File: config.mk
export PLATFORM = sky130hd
export DESIGN_NAME = flash_done_poller
export DESIGN_NICKNAME = d
export VERILOG_FILES = /design/src/rtl/flash_poll_pkg.sv /design/src/rtl/flash_poll_datapath.sv /design/src/rtl/flash_poll_ctrl.sv /design/src/rtl/flash_done_poller.sv
export SDC_FILE = /design/constraint.sdc
export NUM_CORES = 1
export LEC_CHECK = 0
export ABC_AREA = 1
export BUFFER_PORTS_ARGS = -buffer_cell sky130_fd_sc_hd__clkbuf_2
export CAP_MARGIN = 40
export CELL_PAD_IN_SITES_DETAIL_PLACEMENT = 1
export CELL_PAD_IN_SITES_GLOBAL_PLACEMENT = 1
export CORE_MARGIN = 5
export CORE_UTILIZATION = 38
export CTS_CLUSTER_DIAMETER = 120
export CTS_CLUSTER_SIZE = 12
export DETAILED_ROUTE_END_ITERATION = 10
export PLACE_DENSITY_LB_ADDON = 0.08
export SLEW_MARGIN = 5
export SYNTH_ARGS = -nofsm -noshare
export SYNTH_HDL_FRONTEND = slang
export SYNTH_SLANG_ARGS = --single-unit
File: constraint.sdc
create_clock -name clk -period 2 [get_ports clk]
set_input_delay 0.4 -clock clk [delete_from_list [all_inputs] [get_ports clk]]
set_output_delay 0.4 -clock clk [all_outputs]
set_load 0.005 [all_outputs]
File: src/rtl/flash_poll_pkg.sv
package flash_poll_pkg;

  typedef enum logic {
    MODE_TOGGLE = 1'b0,
    MODE_DPOLL  = 1'b1
  } pollMode_t;

  // Strobes from control to datapath
  typedef struct packed {
    logic latchCfg;  // take address, mode, expected byte
    logic capture;   // sample the flash data bus
    logic loadRef;   // newest capture becomes reference
  } pollStrb_t;

  localparam int TOGGLE_BIT = 6;
  localparam int POLL_BIT   = 7;

endpackage

File: src/rtl/flash_poll_datapath.sv
module flash_poll_datapath
  import flash_poll_pkg::*;
#(
  parameter int ADDR_W = 20,
  parameter int DATA_W = 8
) (
  input  logic              clk,
  input  logic              rstN,
  input  pollStrb_t         strb,
  input  logic              modeSel,
  input  logic [ADDR_W-1:0] pollAddr,
  input  logic [DATA_W-1:0] expData,
  input  logic [DATA_W-1:0] flashData,
  output logic [ADDR_W-1:0] flashAddr,
  output logic              match
);

  localparam logic [DATA_W-1:0] TOG_MASK  = DATA_W'(1) << TOGGLE_BIT;
  localparam logic [DATA_W-1:0] POLL_MASK = DATA_W'(1) << POLL_BIT;

  logic [ADDR_W-1:0] addrQ;
  logic [DATA_W-1:0] expQ;
  logic [DATA_W-1:0] capQ;
  logic [DATA_W-1:0] refQ;
  pollMode_t         modeQ;
  logic [DATA_W-1:0] bitMask;

  assign bitMask = (modeQ == MODE_TOGGLE) ? TOG_MASK : POLL_MASK;

  always_ff @(posedge clk) begin
    if (!rstN) begin
      addrQ <= '0;
      expQ  <= '0;
      modeQ <= MODE_TOGGLE;
    end else if (strb.latchCfg) begin
      addrQ <= pollAddr;
      expQ  <= expData & POLL_MASK;
      modeQ <= pollMode_t'(modeSel);
    end
  end

  always_ff @(posedge clk) begin
    if (!rstN) begin
      capQ <= '0;
      refQ <= '0;
    end else begin
      if (strb.capture) capQ <= flashData & bitMask;
      if (strb.loadRef) refQ <= capQ;
    end
  end

  assign match = (modeQ == MODE_TOGGLE) ? (capQ == refQ) : (capQ == expQ);
  assign flashAddr = addrQ;


  cfg_hold_chk: assert property (@(posedge clk) disable iff (!rstN)
    !strb.latchCfg |=> $stable(addrQ) && $stable(modeQ) && $stable(expQ));


  toggle_mask_chk: assert property (@(posedge clk) disable iff (!rstN)
    (modeQ == MODE_TOGGLE) && $past(strb.capture) && !$past(strb.latchCfg)
      |-> (capQ & ~TOG_MASK) == '0);

endmodule

File: src/rtl/flash_poll_ctrl.sv
module flash_poll_ctrl
  import flash_poll_pkg::*;
#(
  parameter int ACCESS_CLKS = 3,
  parameter int MAX_ITER    = 32'h0FFF_FFFF
) (
  input  logic      clk,
  input  logic      rstN,
  input  logic      startReq,
  input  logic      modeSel,
  input  logic      match,
  output pollStrb_t strb,
  output logic      readOn,
  output logic      busy,
  output logic      donePulse,
  output logic      timedOut
);

  localparam int TMR_W = $clog2(ACCESS_CLKS + 1);
  localparam int CNT_W = $clog2(MAX_ITER + 1);
  localparam logic [TMR_W-1:0] TMR_LAST = TMR_W'(ACCESS_CLKS - 1);
  localparam logic [CNT_W-1:0] CNT_LAST = CNT_W'(MAX_ITER - 1);

  typedef enum logic [1:0] {ST_IDLE, ST_READ, ST_EVAL} state_t;

  state_t          state;
  logic [TMR_W-1:0] timer;
  logic [CNT_W-1:0] iterCnt;
  logic            firstRd;
  logic            doneQ;
  logic            toutQ;

  assign busy      = (state != ST_IDLE);
  assign readOn    = (state == ST_READ);
  assign donePulse = doneQ;
  assign timedOut  = toutQ;

  always_comb begin
    strb          = '0;
    strb.latchCfg = (state == ST_IDLE) && startReq;
    strb.capture  = (state == ST_READ) && (timer == TMR_LAST);
    strb.loadRef  = (state == ST_EVAL) && (firstRd || !match);
  end

  always_ff @(posedge clk) begin
    if (!rstN) begin
      state   <= ST_IDLE;
      timer   <= '0;
      iterCnt <= '0;
      firstRd <= 1'b0;
      doneQ   <= 1'b0;
      toutQ   <= 1'b0;
    end else begin
      doneQ <= 1'b0;
      toutQ <= 1'b0;
      unique case (state)
        ST_IDLE: begin
          if (startReq) begin
            state   <= ST_READ;
            timer   <= '0;
            iterCnt <= '0;
            firstRd <= (pollMode_t'(modeSel) == MODE_TOGGLE);
          end
        end
        ST_READ: begin
          if (timer == TMR_LAST) state <= ST_EVAL;
          else                   timer <= timer + 1'b1;
        end
        ST_EVAL: begin
          if (firstRd) begin
            firstRd <= 1'b0;
            timer   <= '0;
            state   <= ST_READ;
          end else if (match) begin
            doneQ <= 1'b1;
            state <= ST_IDLE;
          end else if (iterCnt == CNT_LAST) begin
            doneQ <= 1'b1;
            toutQ <= 1'b1;
            state <= ST_IDLE;
          end else begin
            iterCnt <= iterCnt + 1'b1;
            timer   <= '0;
            state   <= ST_READ;
          end
        end
        default: state <= ST_IDLE;
      endcase
    end
  end


  done_single_chk: assert property (@(posedge clk) disable iff (!rstN)
    donePulse |=> !donePulse);


  tout_with_done_chk: assert property (@(posedge clk) disable iff (!rstN)
    timedOut |-> donePulse && !busy);


  read_width_chk: assert property (@(posedge clk) disable iff (!rstN)
    $fell(readOn) |-> $past(timer) == TMR_LAST);


  iter_bound_chk: assert property (@(posedge clk) disable iff (!rstN)
    iterCnt <= CNT_LAST);


  start_idle_chk: assert property (@(posedge clk) disable iff (!rstN)
    (busy && startReq) |=> !$past(strb.latchCfg));

endmodule

File: src/rtl/flash_done_poller.sv
module flash_done_poller
  import flash_poll_pkg::*;
#(
  parameter int ADDR_W      = 20,
  parameter int DATA_W      = 8,
  parameter int ACCESS_CLKS = 3,
  parameter int MAX_ITER    = 32'h0FFF_FFFF
) (
  input  logic              clk,
  input  logic              rstN,
  input  logic              startReq,
  input  logic              modeSel,
  input  logic [ADDR_W-1:0] pollAddr,
  input  logic [DATA_W-1:0] expData,
  output logic [ADDR_W-1:0] flashAddr,
  output logic              flashCeN,
  output logic              flashOeN,
  input  logic [DATA_W-1:0] flashData,
  output logic              busy,
  output logic              donePulse,
  output logic              timedOut
);

  pollStrb_t strb;
  logic      match;
  logic      readOn;

  flash_poll_ctrl #(
    .ACCESS_CLKS(ACCESS_CLKS),
    .MAX_ITER   (MAX_ITER)
  ) u_ctrl (
    .clk      (clk),
    .rstN     (rstN),
    .startReq (startReq),
    .modeSel  (modeSel),
    .match    (match),
    .strb     (strb),
    .readOn   (readOn),
    .busy     (busy),
    .donePulse(donePulse),
    .timedOut (timedOut)
  );

  flash_poll_datapath #(
    .ADDR_W(ADDR_W),
    .DATA_W(DATA_W)
  ) u_dp (
    .clk      (clk),
    .rstN     (rstN),
    .strb     (strb),
    .modeSel  (modeSel),
    .pollAddr (pollAddr),
    .expData  (expData),
    .flashData(flashData),
    .flashAddr(flashAddr),
    .match    (match)
  );

  assign flashCeN = !readOn;
  assign flashOeN = !readOn;

endmodule

==> impl_metrics.tcl, run 1 <==
set metrics [dict create \
    grt_overflow 0 \
    ys_seq_area_share_pct 38.3 \
    grt.total_usage_pct 19.9 \
    synth.distinct_cells 30 \
    crit_arrival_ns 2.06 \
    antenna_cells 0 \
    slew_viol_final 0 \
    drt_iter0_drc 61 \
    cts.htree.levels 3 \
    ys_ff_latch 61 \
    synthCells 503 \
    fillCellCount 1154 \
    status "complete, no violations" \
    grt_pass1_vias 3396 \
    skew_ns 0.0108 \
    syn_avg_cell_area_um2 6.35 \
    final_core_util_pct 46.2 \
    die_w_um 102 \
    start_util_pct 38.8 \
    swShare_pct 28.9 \
    switchingPower_mw 0.818 \
    clockBufferDepth 2 \
    grt_max_degree 37 \
    clkSinkCount 61 \
    clkPwrFrac_pct 39.8 \
    port_buffers 51 \
    core-area_um2 8220 \
    finalHoldViolations 0 \
    p_comb_share_pct 13.4 \
    cts_tree "yes" \
    cp_data_required_time_ns 2.25 \
    fmax_mhz 552 \
    cts_root_buffer "clkbuf_8" \
    drive_gt1_share_pct 15.8 \
    ioPinCount 65 \
    internal_power_mw 2.01 \
    cts_made_buffers 9 \
    postCtsSetupBuffers 0 \
    place.gp.congestion 0.835 \
    powerDensity_nw_per_um2 745 \
    grt_antenna_before_repair 0 \
    via_count 3303 \
    path_class "flop to flop" \
    setup_tns_ns 0 \
    drt-total-wl_mm 9.55 \
    hold_class "primary input to flop" \
    ant_nets 0 \
    drc_errors 0 \
    total_leakage_power_nw 1.60 \
    syn2layout_area_growth_pct 18.8 \
    die_h_um 102 \
    drt-pass1-iter-count 4 \
    rows 33 \
    finalPower_mw 2.83 \
    worst_slew_pin_slew_ns 0.678 \
    clkTransAtPathRegs_ns 0.08 \
    fin_crit_ns 1.81 \
    end_kind "flop" \
    setup_violations 0 \
    peakVddDrop_mv 0.451 \
    insertion_delay_ns 0.35 \
    hpwl_mm 7.02 \
    ys_warn_count 0 \
    detail_route.vias_per_cell 4.93 \
    slew_headroom_pct 54.7 \
    worstPathMaxFanout 36 \
    pwr-share-seq_pct 46.8 \
    period_share_pct 90.6 \
    maxCapViolCount 0 \
    start_kind "flop" \
    syn-cell-area_um2 3190 \
    dieArea_um2 10300 \
    rsz0062_at_grt "false" \
    wl_per_cell_um 14.3 \
    layout.nets 603 \
    synth.net_count 546 \
    hold_buffers 0 \
    grt_pass1_wl_mm 16.1 \
]
-- cell usage in the layout (no fill, tap or decap), types with 2 or more instances in the layout --
cell type  count
a211oi_1       3
nand2_1      125
xor2_1         6
dfxtp_1       61
clkbuf_2      51
nor3_1         5
nor2_1       114
xnor2_1        3
nor3b_1        2
ha_1           3
o21ai_1        2
inv_1         47
nand4_1        4
o21ai_0       29
buf_4         14
clkbuf_8       9
a21oi_1       26
nand3_1       38
nor2_2         5
nand3b_1       2
clkinv_4       5
-- worst max-delay path, cell delays in order (launching register included) --
cell and delay [ns]:
dfxtp_1 0.34, inv_1 0.11, ha_1 0.21, nand3_1 0.11
nor3_2 0.18, nand2_1 0.13, nand2_4 0.17, nand2_8 0.18
a21oi_1 0.21, nor2_1 0.05
-- power by group through the flow --
stage / Combinational (mW) / Clock, mW / Sequential (mW)
floorplan: 0.243 / 0 / 1.35
global placement: 0.363 / 0 / 1.35
detailed placement: 0.381 / 0 / 1.35
global route: 0.437 / 1.21 / 1.33
CTS: 0.384 / 1.17 / 1.32
finish: 0.378 / 1.13 / 1.32
-- metal layers --
| metal | share of wire (%) | global-route usage, % |
|---|---|---|
| met4 | 1.7 | 7.77 |
| met1 | 45 | 23.7 |
| met3 | 4.8 | 5.23 |
| met2 | 49 | 34.1 |
| met5 | 0 | 0 |
-- path summary, 6_finish.rpt --
check / to / cells past startpoint / start / slack, ns
hold / removal: u_dp.flashAddr[2] / 3 / pollAddr[2] / 0.29
hold reg to reg: u_dp.flashAddr[2] / 2 / u_dp.flashAddr[2] / 0.49
setup / recovery: u_ctrl.iterCnt[27] / 9 / u_ctrl.iterCnt[0] / 0.19
setup reg to reg: u_ctrl.iterCnt[27] / 9 / u_ctrl.iterCnt[0] / 0.19
-- timing repair --
action | in CTS | in global routing
gates resized for setup | 0 | 2
endpoints found under the setup margin | 0 | 22
endpoints found under the hold margin | 0 | 0
-- per-stage QoR --
stage	instance area, um2	instances	hold WS [ns]	setup slack (ns)
5_1_grt	3790	670	0.302	0.0107
2_1_floorplan	3190	503	0.455	0.464
3_3_place_gp	3580	654	0.462	0.181
6_report	3790	670	0.293	0.188
4_1_cts	3780	670	0.282	0.0763
3_5_place_dp	3580	654	0.477	0.145
-- state kept, by name, indices dropped and copies added, names as in the netlist --
name and cells:
u_dp.flashAddr 20, u_dp.capQ 2, u_ctrl.firstRd 1, u_ctrl.state 2
u_ctrl.timer 2, u_ctrl.donePulse 1, u_dp.refQ 2, u_ctrl.iterCnt 28
u_ctrl.timedOut 1, u_dp.modeQ 1, u_dp.expQ 1
-- synth_stat cells (all sizes together) --
| library cell | count | area (um2) |
|---|---|---|
| ha | 3 | 37.5 |
| clkbuf | 11 | 41.3 |
| nor3 | 6 | 35.0 |
| a21oi | 26 | 130 |
| nand4 | 4 | 25.0 |
| nand2 | 127 | 492 |
| xor2 | 6 | 52.6 |
| or2 | 1 | 6.26 |
| xnor2 | 3 | 26.3 |
| nor4 | 1 | 6.26 |
| o211ai | 1 | 7.51 |
| o21ai | 31 | 155 |
| clkinv | 1 | 3.75 |
| nand3 | 38 | 190 |
| and2 | 1 | 6.26 |
| dfxtp | 61 | 1220 |
| buf | 8 | 62.6 |
| nor3b | 2 | 15.0 |
| inv | 47 | 176 |
| a211oi | 3 | 22.5 |
| o21bai | 1 | 7.51 |
| nor2 | 119 | 457 |
| nand3b | 2 | 15.0 |
-- layout make-up --
type,instances,area [um2],area share (%)
timing repair buffer,65,360,9.50
clock buffer,10,128,3.37
inverter,48,180,4.75
multi-input combinational,375,1700,44.8
clock inverter,6,73.8,1.95
tap,105,131,3.46
sequential,61,1220,32.2
-- logic make-up after synthesis --
kind of cell / synth area share [%]
AOI/OAI and AO/OA: 10.1
xor gates and xnor gates: 2.47
adders and majority gates: 1.18
buffers and inverters: 8.90
DFF: 38.3
and+or+nand+nor: 39.1
No activity file was read; power rests on OpenSTA's default activity.
==> inputs of run 2 (changes only) <==
Settings changed: PLACE_DENSITY_LB_ADDON 0.08 to 0.1.
==> impl_metrics.tcl, run 2 (synthesis gave the netlist of run 1 again) <==
set metrics [dict create \
    hold_path_startpoint "pollAddr[13]" \
    reg2reg_slack_ns 0.21 \
    die_w_um 102 \
    peakVddDrop_mv 0.417 \
    dieArea_um2 10300 \
    ioPinCount 65 \
    core-area_um2 8220 \
    ff2ff_path_depth 8 \
    hold_buffers 0 \
    dr.max_layer_used "met4" \
    clkPwrFrac_pct 40.5 \
    place_area_um2 3600 \
    grt_antenna_before_repair 0 \
    crit_arrival_ns 2.04 \
    via_count 3299 \
    insertion_delay_ns 0.35 \
    worstPathMaxFanout 36 \
    fin_crit_ns 1.79 \
    internal_power_mw 2.04 \
    cts.htree.levels 3 \
    hpwl_mm 6.90 \
    r2r-start "u_ctrl.iterCnt[1]" \
    clockBufferDepth 2 \
    cts_made_buffers 9 \
    wl_per_cell_um 14.1 \
    switchingPower_mw 0.809 \
    ant_nets 0 \
    regMostFlops "u_ctrl.iterCnt" \
    drive_gt1_share_pct 16.4 \
    status "complete, no violations" \
    final_common_cell "nand2_1" \
    path_class "flop to flop" \
    hold_depth 3 \
    drt-pass1-iter-count 4 \
    hold_class "primary input to flop" \
    grt_pass1_vias 3432 \
    layout_common_cells "nand2_1, nor2_1, dfxtp_1, clkbuf_2, inv_1" \
    cts_root_buffer "clkbuf_8" \
    drt-total-wl_mm 9.49 \
    start_kind "flop" \
    grt.total_usage_pct 19.9 \
    wl_met2_mm 4.65 \
    rsz0062_at_grt "false" \
    wl_met3_um 457 \
    maxCapViolCount 0 \
    grt_overflow 0 \
    p_comb_share_pct 12.9 \
    detail_route.vias_per_cell 4.90 \
    drc_errors 0 \
    min_to "u_dp.flashAddr[13]" \
    antenna_cells 0 \
    cts_tree "yes" \
    wl_met1_mm 4.28 \
    clkSinkCount 61 \
    end_kind "flop" \
    skew_ns 0.00793 \
    total_leakage_power_nw 1.62 \
    rows 33 \
    design_area_um2 3820 \
    place.gp.congestion 0.839 \
    largest_reg_flops 28 \
    setup_violations 0 \
    cp_data_required_time_ns 2.24 \
    worst_slew_pin_slew_ns 0.688 \
    syn2layout_area_growth_pct 19.8 \
    clkTransAtPathRegs_ns 0.08 \
    slew_headroom_pct 54.1 \
    port_buffers 51 \
    setup_tns_ns 0 \
    die_h_um 102 \
    drt_iter0_drc 93 \
    swShare_pct 28.4 \
    period_share_pct 89.7 \
    fmax_mhz 557 \
    powerDensity_nw_per_um2 744 \
    start_util_pct 38.8 \
    timing.rr.end "u_ctrl.iterCnt[2]" \
    finalHoldViolations 0 \
    grt_pass1_wl_mm 16.2 \
    layout.nets 606 \
    slew_viol_final 0 \
    fillCellCount 1131 \
    pwr-share-seq_pct 46.6 \
    grt_max_degree 37 \
]
## run 2: changes by cell type in the layout (fill, tap and decap cells not counted)
cell and delta:
nand3_1 -1, o21ai_0 -1, clkinv_4 -3, nor2_2 -1, clkbuf_8 +1, inv_6 +1
clkinvlp_4 +2, nor2_1 +1, clkbuf_1 -1, o21ai_1 +1, buf_4 +3, nand3_2 +1
## run 2: power groups by stage
stage / combinational (mW) / sequential [mW] / clock [mW]
floorplan: 0.243 / 1.35 / 0
global placement: 0.359 / 1.35 / 0
detailed placement: 0.371 / 1.35 / 0
CTS: 0.373 / 1.33 / 1.19
global route: 0.426 / 1.33 / 1.25
finish: 0.367 / 1.33 / 1.15
## run 2: routing by layer
metal	GRT usage [%]	vias up
li1	-	1704
met1	24.2	1537
met2	34.2	49
met3	5.85	9
met4	5.73	0
met5	0	-
## run 2: how the worst max path moves through the flow
| stage | start | to |
|---|---|---|
| 3_3_place_gp | u_ctrl.iterCnt[8] | u_ctrl.iterCnt[2] |
| 3_5_place_dp | u_ctrl.iterCnt[0] | u_ctrl.iterCnt[2] |
| 6_report | u_ctrl.iterCnt[1] | u_ctrl.iterCnt[2] |
| 2_1_floorplan | u_ctrl.iterCnt[0] | u_ctrl.iterCnt[2] |
| 5_1_grt | u_ctrl.iterCnt[1] | u_ctrl.iterCnt[20] |
| 4_1_cts | u_ctrl.iterCnt[0] | u_ctrl.iterCnt[2] |
## run 2: worst max-delay path: stages, from the launching register on
cell and delay (ns):
dfxtp_1 0.43, ha_1 0.23, nand3_1 0.10, nor3_2 0.17, nand2_1 0.14, nand2_4 0.17, nand2_8 0.17, o21ai_0 0.20
nor2_1 0.06
## run 2: timing repair
| item | CTS | global route |
|---|---|---|
| buffers inserted | 0 | 0 |
| endpoints found under the setup margin | 0 | 8 |
| resized for setup | 0 | 3 |
## run 2: area by class of cell
| class | instances | area [um2] | share of cell area [%] |
|---|---|---|---|
| Tap cell | 105 | 131 | 3.43 |
| Inverter | 48 | 180 | 4.71 |
| Timing Repair Buffer | 68 | 383 | 10.0 |
| Clock inverter | 6 | 71.3 | 1.86 |
| Sequential cell | 61 | 1220 | 31.9 |
| Multi-Input combinational cell | 375 | 1700 | 44.5 |
| Clock buffer | 10 | 138 | 3.60 |
## run 2: stage by stage
stage	std cells	total power, mW	setup slack (ns)	util (%)	hold slack (ns)
after global routing	673	3.01	0.0509	46.6	0.305
after global placement	657	1.71	0.171	43.8	0.462
after detailed placement	657	1.72	0.138	43.8	0.478
after floorplan	503	1.59	0.464	-	0.455
final	673	2.85	0.205	46.6	0.291
after CTS	673	2.89	0.102	46.4	0.277
